`config.mk`:
```
export PLATFORM = sky130hd
export DESIGN_NAME = sdclk_gen
export DESIGN_NICKNAME = d
export VERILOG_FILES = /design/src/rtl/sdclk_pkg.sv /design/src/rtl/sdclk_search.sv /design/src/rtl/sdclk_ctrl_reg.sv /design/src/rtl/sdclk_divider.sv /design/src/rtl/sdclk_gen.sv
export SDC_FILE = /design/constraint.sdc
export NUM_CORES = 1
export LEC_CHECK = 0
export BUFFER_PORTS_ARGS = -buffer_cell sky130_fd_sc_hd__buf_2
export CAP_MARGIN = 20
export CORE_AREA = 3 3 145 287
export CTS_CLUSTER_DIAMETER = 150
export DETAILED_ROUTE_END_ITERATION = 10
export DIE_AREA = 0 0 148 290
export GPL_TIMING_DRIVEN = 0
export PLACE_DENSITY = 0.72
export SLEW_MARGIN = 20
export SYNTH_ARGS = -nofsm -noshare
export SYNTH_HDL_FRONTEND = slang
export SYNTH_SLANG_ARGS = --single-unit
```
`constraint.sdc`:
```
create_clock -name clk -period 13.7 [get_ports clk]
set_clock_uncertainty 0.15 [all_clocks]
set_input_delay 2.74 -clock clk [delete_from_list [all_inputs] [get_ports clk]]
set_output_delay 2.74 -clock clk [all_outputs]
set_load 0.1 [all_outputs]
```
`src/rtl/sdclk_pkg.sv`:
```
// Shared constants and types for the SD card clock generator.
// Assumes a 32-bit control register with fixed field positions.
package sdclk_pkg;
    localparam int PRE_FIELD_W  = 8;
    localparam int DIV_FIELD_W  = 4;
    localparam int DIV_LSB      = 4;
    localparam int PRE_LSB      = DIV_LSB + DIV_FIELD_W;
    localparam int IF_EN_BIT    = 0;
    localparam int HOST_EN_BIT  = 1;
    localparam int CARD_EN_BIT  = 2;
    localparam int PRE_MAX      = 2 ** PRE_FIELD_W;
    localparam int DIV_MAX      = 2 ** DIV_FIELD_W;
    localparam logic [31:0] FIELD_EN_MASK = 32'h0000_FFF7;

    typedef enum logic [1:0] {
        S_IDLE,
        S_PRE,
        S_DIV
    } srch_state_t;
endpackage

```
`src/rtl/sdclk_search.sv`:
```
// Settings search: picks the prescaler, then the divisor, one step per cycle.
// Compares (target+1)*P*D against the base frequency, which matches the
// integer-division rule floor(BASE/P/D) > target without a divider.
module sdclk_search
    import sdclk_pkg::*;
#(
    parameter int unsigned BASE_HZ = 50_000_000,
    parameter int          TGT_W   = 32
) (
    input  logic                   clk,
    input  logic                   rst_n,
    input  logic                   start_i,
    input  logic [TGT_W-1:0]       target_i,
    output logic                   busy_o,
    output logic                   clr_o,
    output logic                   apply_o,
    output logic                   done_o,
    output logic [PRE_FIELD_W-1:0] pre_field_o,
    output logic [DIV_FIELD_W-1:0] div_field_o
);
    localparam int PW = PRE_FIELD_W + 1;
    localparam int DW = DIV_FIELD_W + 1;
    localparam int MW = TGT_W + 1 + PW + DW;

    srch_state_t     state_q;
    logic [TGT_W:0]  tgt_p1_q;
    logic [PW-1:0]   pre_q;
    logic [DW-1:0]   div_q;
    logic            done_q;
    logic [MW-1:0]   base_ext, prod_pre, prod_div;
    logic            step_pre, step_div;
    logic [DW-1:0]   div_m1;

    // Decide whether each stage must keep stepping.
    always_comb begin
        base_ext = MW'(BASE_HZ);
        prod_pre = MW'(tgt_p1_q) * MW'(pre_q) * MW'(DIV_MAX);
        prod_div = MW'(tgt_p1_q) * MW'(pre_q) * MW'(div_q);
        step_pre = (base_ext >= prod_pre) && (pre_q < PW'(PRE_MAX));
        step_div = (base_ext >= prod_div) && (div_q < DW'(DIV_MAX));
        div_m1   = div_q - DW'(1);
    end

    assign busy_o      = (state_q != S_IDLE);
    assign clr_o       = (state_q == S_IDLE) && start_i;
    assign apply_o     = (state_q == S_DIV) && !step_div;
    assign done_o      = done_q;
    assign pre_field_o = pre_q[PW-1:1];
    assign div_field_o = div_m1[DIV_FIELD_W-1:0];

    // Search sequencer: idle, prescaler doubling, divisor stepping.
    always_ff @(posedge clk) begin
        if (!rst_n) begin
            state_q  <= S_IDLE;
            tgt_p1_q <= '0;
            pre_q    <= PW'(2);
            div_q    <= DW'(1);
            done_q   <= 1'b0;
        end else begin
            done_q <= 1'b0;
            unique case (state_q)
                S_IDLE: if (start_i) begin
                    tgt_p1_q <= (TGT_W+1)'(target_i) + (TGT_W+1)'(1);
                    pre_q    <= PW'(2);
                    div_q    <= DW'(1);
                    if (target_i == '0) done_q  <= 1'b1;
                    else                state_q <= S_PRE;
                end
                S_PRE: begin
                    if (step_pre) pre_q <= pre_q << 1;
                    else          state_q <= S_DIV;
                end
                S_DIV: begin
                    if (step_div) div_q <= div_q + DW'(1);
                    else begin
                        state_q <= S_IDLE;
                        done_q  <= 1'b1;
                    end
                end
                default: state_q <= S_IDLE;
            endcase
        end
    end
endmodule

```
`src/rtl/sdclk_ctrl_reg.sv`:
```
// Control register and settle timer. Clear and apply come from the search
// and are never active together with an accepted write.
module sdclk_ctrl_reg
    import sdclk_pkg::*;
#(
    parameter int SETTLE_CYCLES = 16
) (
    input  logic                   clk,
    input  logic                   rst_n,
    input  logic                   wr_en_i,
    input  logic [31:0]            wr_data_i,
    input  logic                   clr_i,
    input  logic                   apply_i,
    input  logic [PRE_FIELD_W-1:0] pre_field_i,
    input  logic [DIV_FIELD_W-1:0] div_field_i,
    output logic [31:0]            reg_o,
    output logic                   settled_o
);
    localparam int CW = $clog2(SETTLE_CYCLES + 1);

    logic [31:0]   reg_q;
    logic [31:0]   applied;
    logic [CW-1:0] cnt_q;

    // Compose the register value that a completed search writes.
    always_comb begin
        applied = reg_q & ~FIELD_EN_MASK;
        applied[PRE_LSB +: PRE_FIELD_W] = pre_field_i;
        applied[DIV_LSB +: DIV_FIELD_W] = div_field_i;
        applied[IF_EN_BIT]   = 1'b1;
        applied[HOST_EN_BIT] = 1'b1;
        applied[CARD_EN_BIT] = 1'b1;
    end

    // Register update: search clear, search apply, or software write.
    always_ff @(posedge clk) begin
        if (!rst_n)       reg_q <= '0;
        else if (clr_i)   reg_q <= reg_q & ~FIELD_EN_MASK;
        else if (apply_i) reg_q <= applied;
        else if (wr_en_i) reg_q <= wr_data_i;
    end

    // Settle timer: reload on any update, count down to zero.
    always_ff @(posedge clk) begin
        if (!rst_n)                            cnt_q <= CW'(SETTLE_CYCLES);
        else if (clr_i || apply_i || wr_en_i)  cnt_q <= CW'(SETTLE_CYCLES);
        else if (cnt_q != '0)                  cnt_q <= cnt_q - CW'(1);
    end

    assign reg_o     = reg_q;
    assign settled_o = (cnt_q == '0);
endmodule

```
`src/rtl/sdclk_divider.sv`:
```
// Prescaler and divisor cascade driving a registered card clock.
// Settings are shadowed and reloaded only at the end of an output period,
// or when the clock starts from stopped, so no shortened pulse appears.
module sdclk_divider
    import sdclk_pkg::*;
(
    input  logic                   clk,
    input  logic                   rst_n,
    input  logic                   en_i,
    input  logic [PRE_FIELD_W-1:0] pre_field_i,
    input  logic [DIV_FIELD_W-1:0] div_field_i,
    output logic                   sd_clk_o
);
    localparam int PW = PRE_FIELD_W + 1;
    localparam int DW = DIV_FIELD_W + 1;

    logic [PRE_FIELD_W-1:0] pre_a;
    logic [DIV_FIELD_W-1:0] div_a;
    logic                   running;
    logic [PW-1:0]          pc;
    logic [DIV_FIELD_W-1:0] dc;
    logic                   sd_q;
    logic [PW-1:0]          pa, pa_half;
    logic [DW-1:0]          da, half_d, dc_ext;
    logic                   high, pc_last, dc_last;

    // Decode the active settings and the output level for this position.
    always_comb begin
        pa      = (pre_a == '0) ? PW'(2) : {pre_a, 1'b0};
        pa_half = pa >> 1;
        da      = {1'b0, div_a} + DW'(1);
        half_d  = da >> 1;
        dc_ext  = {1'b0, dc};
        high    = (dc_ext < half_d) ||
                  (da[0] && (dc_ext == half_d) && (pc < pa_half));
        pc_last = (pc == pa - PW'(1));
        dc_last = (dc == div_a);
    end

    // Position counters, shadow reload and registered output.
    always_ff @(posedge clk) begin
        if (!rst_n) begin
            running <= 1'b0;
            pc      <= '0;
            dc      <= '0;
            sd_q    <= 1'b0;
            pre_a   <= '0;
            div_a   <= '0;
        end else if (!en_i) begin
            running <= 1'b0;
            pc      <= '0;
            dc      <= '0;
            sd_q    <= 1'b0;
        end else if (!running) begin
            running <= 1'b1;
            pre_a   <= pre_field_i;
            div_a   <= div_field_i;
            sd_q    <= 1'b0;
        end else begin
            sd_q <= high;
            if (pc_last) begin
                pc <= '0;
                if (dc_last) begin
                    dc    <= '0;
                    pre_a <= pre_field_i;
                    div_a <= div_field_i;
                end else begin
                    dc <= dc + DIV_FIELD_W'(1);
                end
            end else begin
                pc <= pc + PW'(1);
            end
        end
    end

    assign sd_clk_o = sd_q;
endmodule

```
`src/rtl/sdclk_gen.sv`:
```
// Top of the SD card clock generator: register, search and divider.
// Assumes clk runs at BASE_HZ; writes and starts are dropped while busy.
module sdclk_gen
    import sdclk_pkg::*;
#(
    parameter int unsigned BASE_HZ       = 50_000_000,
    parameter int          TGT_W         = 32,
    parameter int          SETTLE_CYCLES = 16
) (
    input  logic             clk,
    input  logic             rst_n,
    input  logic             wr_en,
    input  logic [31:0]      wr_data,
    output logic [31:0]      rd_data,
    input  logic             start,
    input  logic [TGT_W-1:0] target,
    output logic             busy,
    output logic             done,
    output logic             settled,
    output logic             sd_clk
);
    logic                   clr_s, apply_s;
    logic [PRE_FIELD_W-1:0] pre_f;
    logic [DIV_FIELD_W-1:0] div_f;
    logic                   wr_ok;

    assign wr_ok = wr_en && !busy;

    sdclk_search #(.BASE_HZ(BASE_HZ), .TGT_W(TGT_W)) u_search (
        .clk(clk), .rst_n(rst_n), .start_i(start), .target_i(target),
        .busy_o(busy), .clr_o(clr_s), .apply_o(apply_s), .done_o(done),
        .pre_field_o(pre_f), .div_field_o(div_f)
    );

    sdclk_ctrl_reg #(.SETTLE_CYCLES(SETTLE_CYCLES)) u_reg (
        .clk(clk), .rst_n(rst_n), .wr_en_i(wr_ok), .wr_data_i(wr_data),
        .clr_i(clr_s), .apply_i(apply_s), .pre_field_i(pre_f),
        .div_field_i(div_f), .reg_o(rd_data), .settled_o(settled)
    );

    sdclk_divider u_div (
        .clk(clk), .rst_n(rst_n), .en_i(rd_data[CARD_EN_BIT]),
        .pre_field_i(rd_data[PRE_LSB +: PRE_FIELD_W]),
        .div_field_i(rd_data[DIV_LSB +: DIV_FIELD_W]),
        .sd_clk_o(sd_clk)
    );
endmodule

```
; ---- Yosys cells after proc, flatten, opt, wreduce, memory -nomap -nowiden
; Index checks and enable logic that the tools add are counted.
[word_totals]
reg_bits = 114
in_bits = 68
out_inout_bits = 36
word_cells = 105
[op_classes]
addsub = 8
bitwise_logic = 3
multipliers = 2
n_reduce_logical = 32
muxes = 27
magnitude_cmp = 6
n_eq_ne = 13
[ops]
columns = operator, n
row1 = "greater-or-equal comparator 26 x 47 -> 1 bit, first input constant", 1
row2 = multiplier 42 x 5 -> 47 bit, 1
row3 = "greater-or-equal comparator 26 x 46 -> 1 bit, first input constant", 1
row4 = multiplier 33 x 9 -> 42 bit, 1
row5 = two-way mux 9 bit, 4
row6 = "adder 32 x 1 -> 33 bit, second input constant", 1
row7 = logical NOT 32 bit, 1
row8 = two-way mux 16 bit, 2
row9 = two-way mux 8 bit, 3
row10 = one-hot mux 9 bit (2 select lines), 1
row11 = two-way mux 4 bit, 4
row12 = AND reduction 3 bit, 5
row13 = "!= test 2 bit, second input constant", 6
row14 = two-way mux 5 bit, 2
row15 = one-hot mux 5 bit (2 select lines), 1
row16 = "adder 9 x 1 -> 9 bit, second input constant", 1
row17 = equality test 9 bit, 1
row18 = less-than comparator 9 x 8 -> 1 bit, 1
row19 = "less-than comparator 9 bit, second input constant", 1
row20 = "subtractor 9 x 1 -> 9 bit, second input constant", 1
row21 = equality test 4 bit, 2
row22 = logical NOT 8 bit, 1
row23 = two-way mux 2 bit, 4
row24 = nonzero test 2 bit, 4
row25 = 23 further kinds, 41

; ---- Depth between registers and ports, before layout
[logic_depth]
ltp_word = 9
ltp_mapped = 41
ltp_nobuf = 36

; ---- By module
; A second synthesis with hierarchy kept.
[hier_totals]
cells_unflattened = 2591
hier_area_um2 = 21668.3
[by_module_without_submodules]
columns = module, cells_each, area_per_inst_um2, seq_area_each_um2, instances
row1 = sdclk_search, 2194, 18092.4, 980.9, 1
row2 = sdclk_divider, 227, 1885.6, 540.5, 1
row3 = sdclk_ctrl_reg, 169, 1676.6, 740.7, 1
row4 = sdclk_gen, 1, 13.8, 0.0, 1

; ---- Worst setup path after synthesis
; Ideal clock, no wire load.
[synth_timing]
kind = register to register
from = register u_search.pre_q[5]
to = register u_reg.cnt_q[2]
path_stages_with_launch = 40
required_time_ns = 13.342
setup_ns = 0.208
setup_slack_ns = 3.944
arrival_ns = 9.398
path_buffers = 4
synth_period_minus_slack_ns = 9.756
path_cell_list = dfxtp_1 > clkbuf_1 > nand2_1 > fa_1 > inv_1 > fa_1 > fa_1 > inv_1 > fa_1 > inv_1 > ha_1 > clkbuf_1 > nand3_1 > nor2_1 > o2111ai_1 > a31o_2 > a21o_1 > nand3_1 > [4 not listed] > fa_1 > inv_1 > fa_1 > inv_1 > ha_1 > clkbuf_1 > a21oi_1 > o22ai_1 > o221ai_1 > or4b_2 > o21ai_0 > mux2i_1 > o2111ai_1 > and4b_1 > nand4_1 > o21ai_4 > buf_6 > nor4b_1
[synth_between]
elab_chain_cells = 9
[synth_rtl]
columns = item, line
row1 = "start, declared", sdclk_search.sv:27  ; logic [PW-1:0] pre_q;
row2 = "start signal, assigned", sdclk_search.sv:70  ; if (step_pre) pre_q <= pre_q << 1;
row3 = multiplier 33 x 9 -> 42 bit, sdclk_search.sv:38  ; prod_div = MW'(tgt_p1_q) * MW'(pre_q) * MW'(div_q);
row4 = multiplier 42 x 5 -> 47 bit, sdclk_search.sv:38
row5 = greater-or-equal comparator 26 x 47 -> 1 bit, sdclk_search.sv:40  ; step_div = (base_ext >= prod_div) && (div_q < DW'(DIV_MAX));
row6 = logical AND 1 bit, sdclk_search.sv:40
row7 = logical NOT 1 bit, sdclk_search.sv:46  ; assign apply_o = (state_q == S_DIV) && !step_div;
row8 = logical AND 1 bit, sdclk_search.sv:46
row9 = logical OR 1 bit (2 in series), sdclk_ctrl_reg.sv:46  ; else if (clr_i || apply_i || wr_en_i) cnt_q <= CW'(SETTLE_CYCLES);
row10 = OR reduction 2 bit (no line), -
row11 = "end signal, assigned", sdclk_ctrl_reg.sv:45  ; if (!rst_n) cnt_q <= CW'(SETTLE_CYCLES);
row12 = "end signal, assigned", sdclk_ctrl_reg.sv:46
row13 = "end signal, assigned", sdclk_ctrl_reg.sv:47  ; else if (cnt_q != '0) cnt_q <= cnt_q - CW'(1);
row14 = "end, declared", sdclk_ctrl_reg.sv:23  ; logic [CW-1:0] cnt_q;
; Every way passes these cells.
; A chain may end at the register's enable or synchronous reset.

; ---- Worst setup path in the final report
[layout_timing]
from = register u_search.pre_q[1]
to = register u_reg.cnt_q[3]
; Same word-level chain as after synthesis.

==> flow_metrics.env <==
export IMPL_outcome="finished clean"
export IMPL_synth_top_cell_area_share=0.282
export IMPL_cts_setup_buffers=0
export IMPL_io_buffers=103
export IMPL_cts_buffer_depth=2
export IMPL_cap_violations=0
export IMPL_die_area_um2=42900
export IMPL_grt_overflow_total=0
export IMPL_nets=3302
export IMPL_die_w_um=148
export IMPL_gp_congestion=0.966
export IMPL_floorplan_core_area_um2=39700
export IMPL_cts_root_buffer="clkbuf_16"
export IMPL_hpwl_um=53800
export IMPL_drive_gt1_frac=0.0601
export IMPL_synthCells=2645
export IMPL_min_period_over_period=0.917
export IMPL_ant_nets=0
export IMPL_rrSetupSlack_ps=1140
export IMPL_vdd_drop_max_mv=0.0846
export IMPL_synth_seq_area_share=0.105
export IMPL_start_util=0.544
export IMPL_grt_usage=0.301
export IMPL_critPathMaxStageDelay_ps=870
export IMPL_htree_levels=4
export IMPL_grt_setup_unrepaired="false"
export IMPL_grt_pass1_wl_um=103000
export IMPL_ys_warn_count=0
export IMPL_dr_first_iter_drc_count=808
export IMPL_synth_nets=3180
export IMPL_syn_area_um2=21600
export IMPL_synth_flop_cell="dfxtp_1"
export IMPL_clock_latency_ps=460
export IMPL_tns_ps=0
export IMPL_hold_buffers=0
export IMPL_io_pins=104
export IMPL_synth_cell_type_count=78
export IMPL_fmax_ghz=0.0796
export IMPL_clock_sinks=113
export IMPL_grt_pass1_vias=20300
export IMPL_cts_resized=0
export IMPL_drc=0
export IMPL_end_kind="flip-flop"
export IMPL_yosys_area_top_type="fa_1"
export IMPL_slew_headroom=0.303
export IMPL_avgSynthCellArea_um2=8.16
export IMPL_crit_slowest_cell="a2111oi_0"
export IMPL_drtPass1Iterations=7
export IMPL_rows=103
export IMPL_cts_tree="yes"
export IMPL_fin_area_um2=23400
export IMPL_drt_total_wl_um=64100
export IMPL_syn_to_final_growth_pct=8.25
export IMPL_mostFrequentLayoutCells="inv_1, and2_1, nand2_1"
export IMPL_async_flop_share=0
export IMPL_crit_path_start_kind="flip-flop"
export IMPL_hp_class="reg -> reg"
export IMPL_post_drt_wl_per_cell_um=19.4
export IMPL_final_util=0.589
export IMPL_grt_max_degree=17
export IMPL_antenna_cells=0
export IMPL_crit_path_frequent_cell="fa_1"
export IMPL_die_height_um=290
export IMPL_vias=19100
export IMPL_tightest_slew_ps=1050
export IMPL_power_density_nw_per_um2=54.4
export IMPL_numCtsBuffers=17
export IMPL_setup_viol=0
export IMPL_drv_slew=0
export IMPL_placed_area_um2=22800
export IMPL_viasPerCell=5.77
export IMPL_cp_max_fo=10
export IMPL_leakage_nw=11.6
export IMPL_yosys_top_cells_area="fa_1, dfxtp_1, and2_1"
export IMPL_synth_edf_count=0
export IMPL_final_hold_viol_count=0
export IMPL_antenna_found_initial=0
export IMPL_mostFrequentLayoutCell="inv_1"
export IMPL_worst_hold_slack_ps=299
export IMPL_ys_ff_latch=113
export IMPL_crit_type="reg -> reg"
export IMPL_finalCriticalPeriod_ps=12560
export IMPL_clk_pin_slew_ps=60
export IMPL_cp_data_required_time_ps=13880
export IMPL_crit_arrival_ps=12750
-- per-layer routing --
layer	share of wire	up-vias	global-route usage	wire, um
li1	-	8887	-	-
met1	0.34	9368	0.301	22000
met2	0.54	546	0.563	34400
met5	0	-	0	0
met3	0.029	257	0.0306	1830
met4	0.090	0	0.224	5800
-- cells by family (layout without fill, tap and decap cells) --
| kind of cell | Yosys count | after routing | synth area share |
|---|---|---|---|
| flip-flops | 113 | 113 | 0.105 |
| AND/OR/NAND/NOR | 1055 | 1055 | 0.253 |
| multiplexers | 50 | 50 | 0.0233 |
| XOR/XNOR | 113 | 113 | 0.0458 |
| AO/OA/AOI/OAI | 383 | 383 | 0.115 |
| buffers and inverters | 464 | 599 | 0.0818 |
| adder cells (fa/ha/maj) | 467 | 467 | 0.376 |
-- worst max-delay path: cells and delay by family, from the launching register on --
kind,cells,cell delay (ps)
compound gates,9,3600
flops,1,590
fa+ha+maj,10,3950
buf+inv,8,1830
simple gates,9,2300
-- where the power goes --
part	internal (mW)	switching [mW]
registers	0.351	0.0369
clock network	0.288	0.188
logic	0.132	0.276
total	0.771	0.501
-- stage by stage --
step                      cells  setup WS, ps  power (mW)
after floorplan            2645          3940       0.676
after global placement     3273          1450       0.787
after detailed placement   3273          1420       0.797
after CTS                  3305          1330        1.27
after global routing       3305           762        1.33
final                      3305          1140        1.27
-- registers in the layout, indices dropped and copies added, names as in the netlist --
name / flops
u_search.tgt_p1_q: 33
u_reg.reg_o: 32
u_div.pc: 9
u_div.pre_a: 8
u_search.pre_q: 8
u_reg.cnt_q: 5
u_search.div_q: 5
u_div.dc: 4
u_div.div_a: 4
u_search.state_q: 2
u_div.running: 1
u_div.sd_clk_o: 1
u_search.done_o: 1
-- path summary, 6_finish.rpt --
path                          end               from  depth (start not counted)
hold / removal    u_reg.reg_o[18]    u_reg.reg_o[18]                          2
setup reg to reg   u_reg.cnt_q[3]  u_search.pre_q[1]                         36
hold reg to reg   u_reg.reg_o[18]    u_reg.reg_o[18]                          2
setup / recovery   u_reg.cnt_q[3]  u_search.pre_q[1]                         36
-- cells in the mapped netlist (all sizes together), types with 4 or more instances --
library cell and n:
o21a 12, nand2 311, a21oi 128, or3 9, inv 340, nor2b 14
o21bai 14, a31oi 10, nand2b 22, o311ai 5, a211oi 36, nand3b 4
o22ai 11, o21ai 71, and2 337, nand3 46, ha 163, clkbuf 111
xor2 64, a21o 24, o41ai 4, nor3b 6, a41oi 5, o2111ai 7
dfxtp 113, and3 34, a31o 5, nor4b 6, buf 12, nand4 45
a221oi 5, a211o 5, or2 6, nor3 39, a2111oi 6, mux2i 48
o211ai 7, nor4 18, xnor2 49, and4 9, fa 304, nor2 140
a21boi 5
-- layout make-up --
cell class	instances	area (um^2)
timing repair buffer	103	515
tap	525	657
fill	3750	16300
sequential	113	2260
multi-input combinational	2068	17600
buffer	123	485
inverter	341	1280
clock inverter	14	180
clock buffer	18	429
No activity file was read; power rests on OpenSTA's default activity.
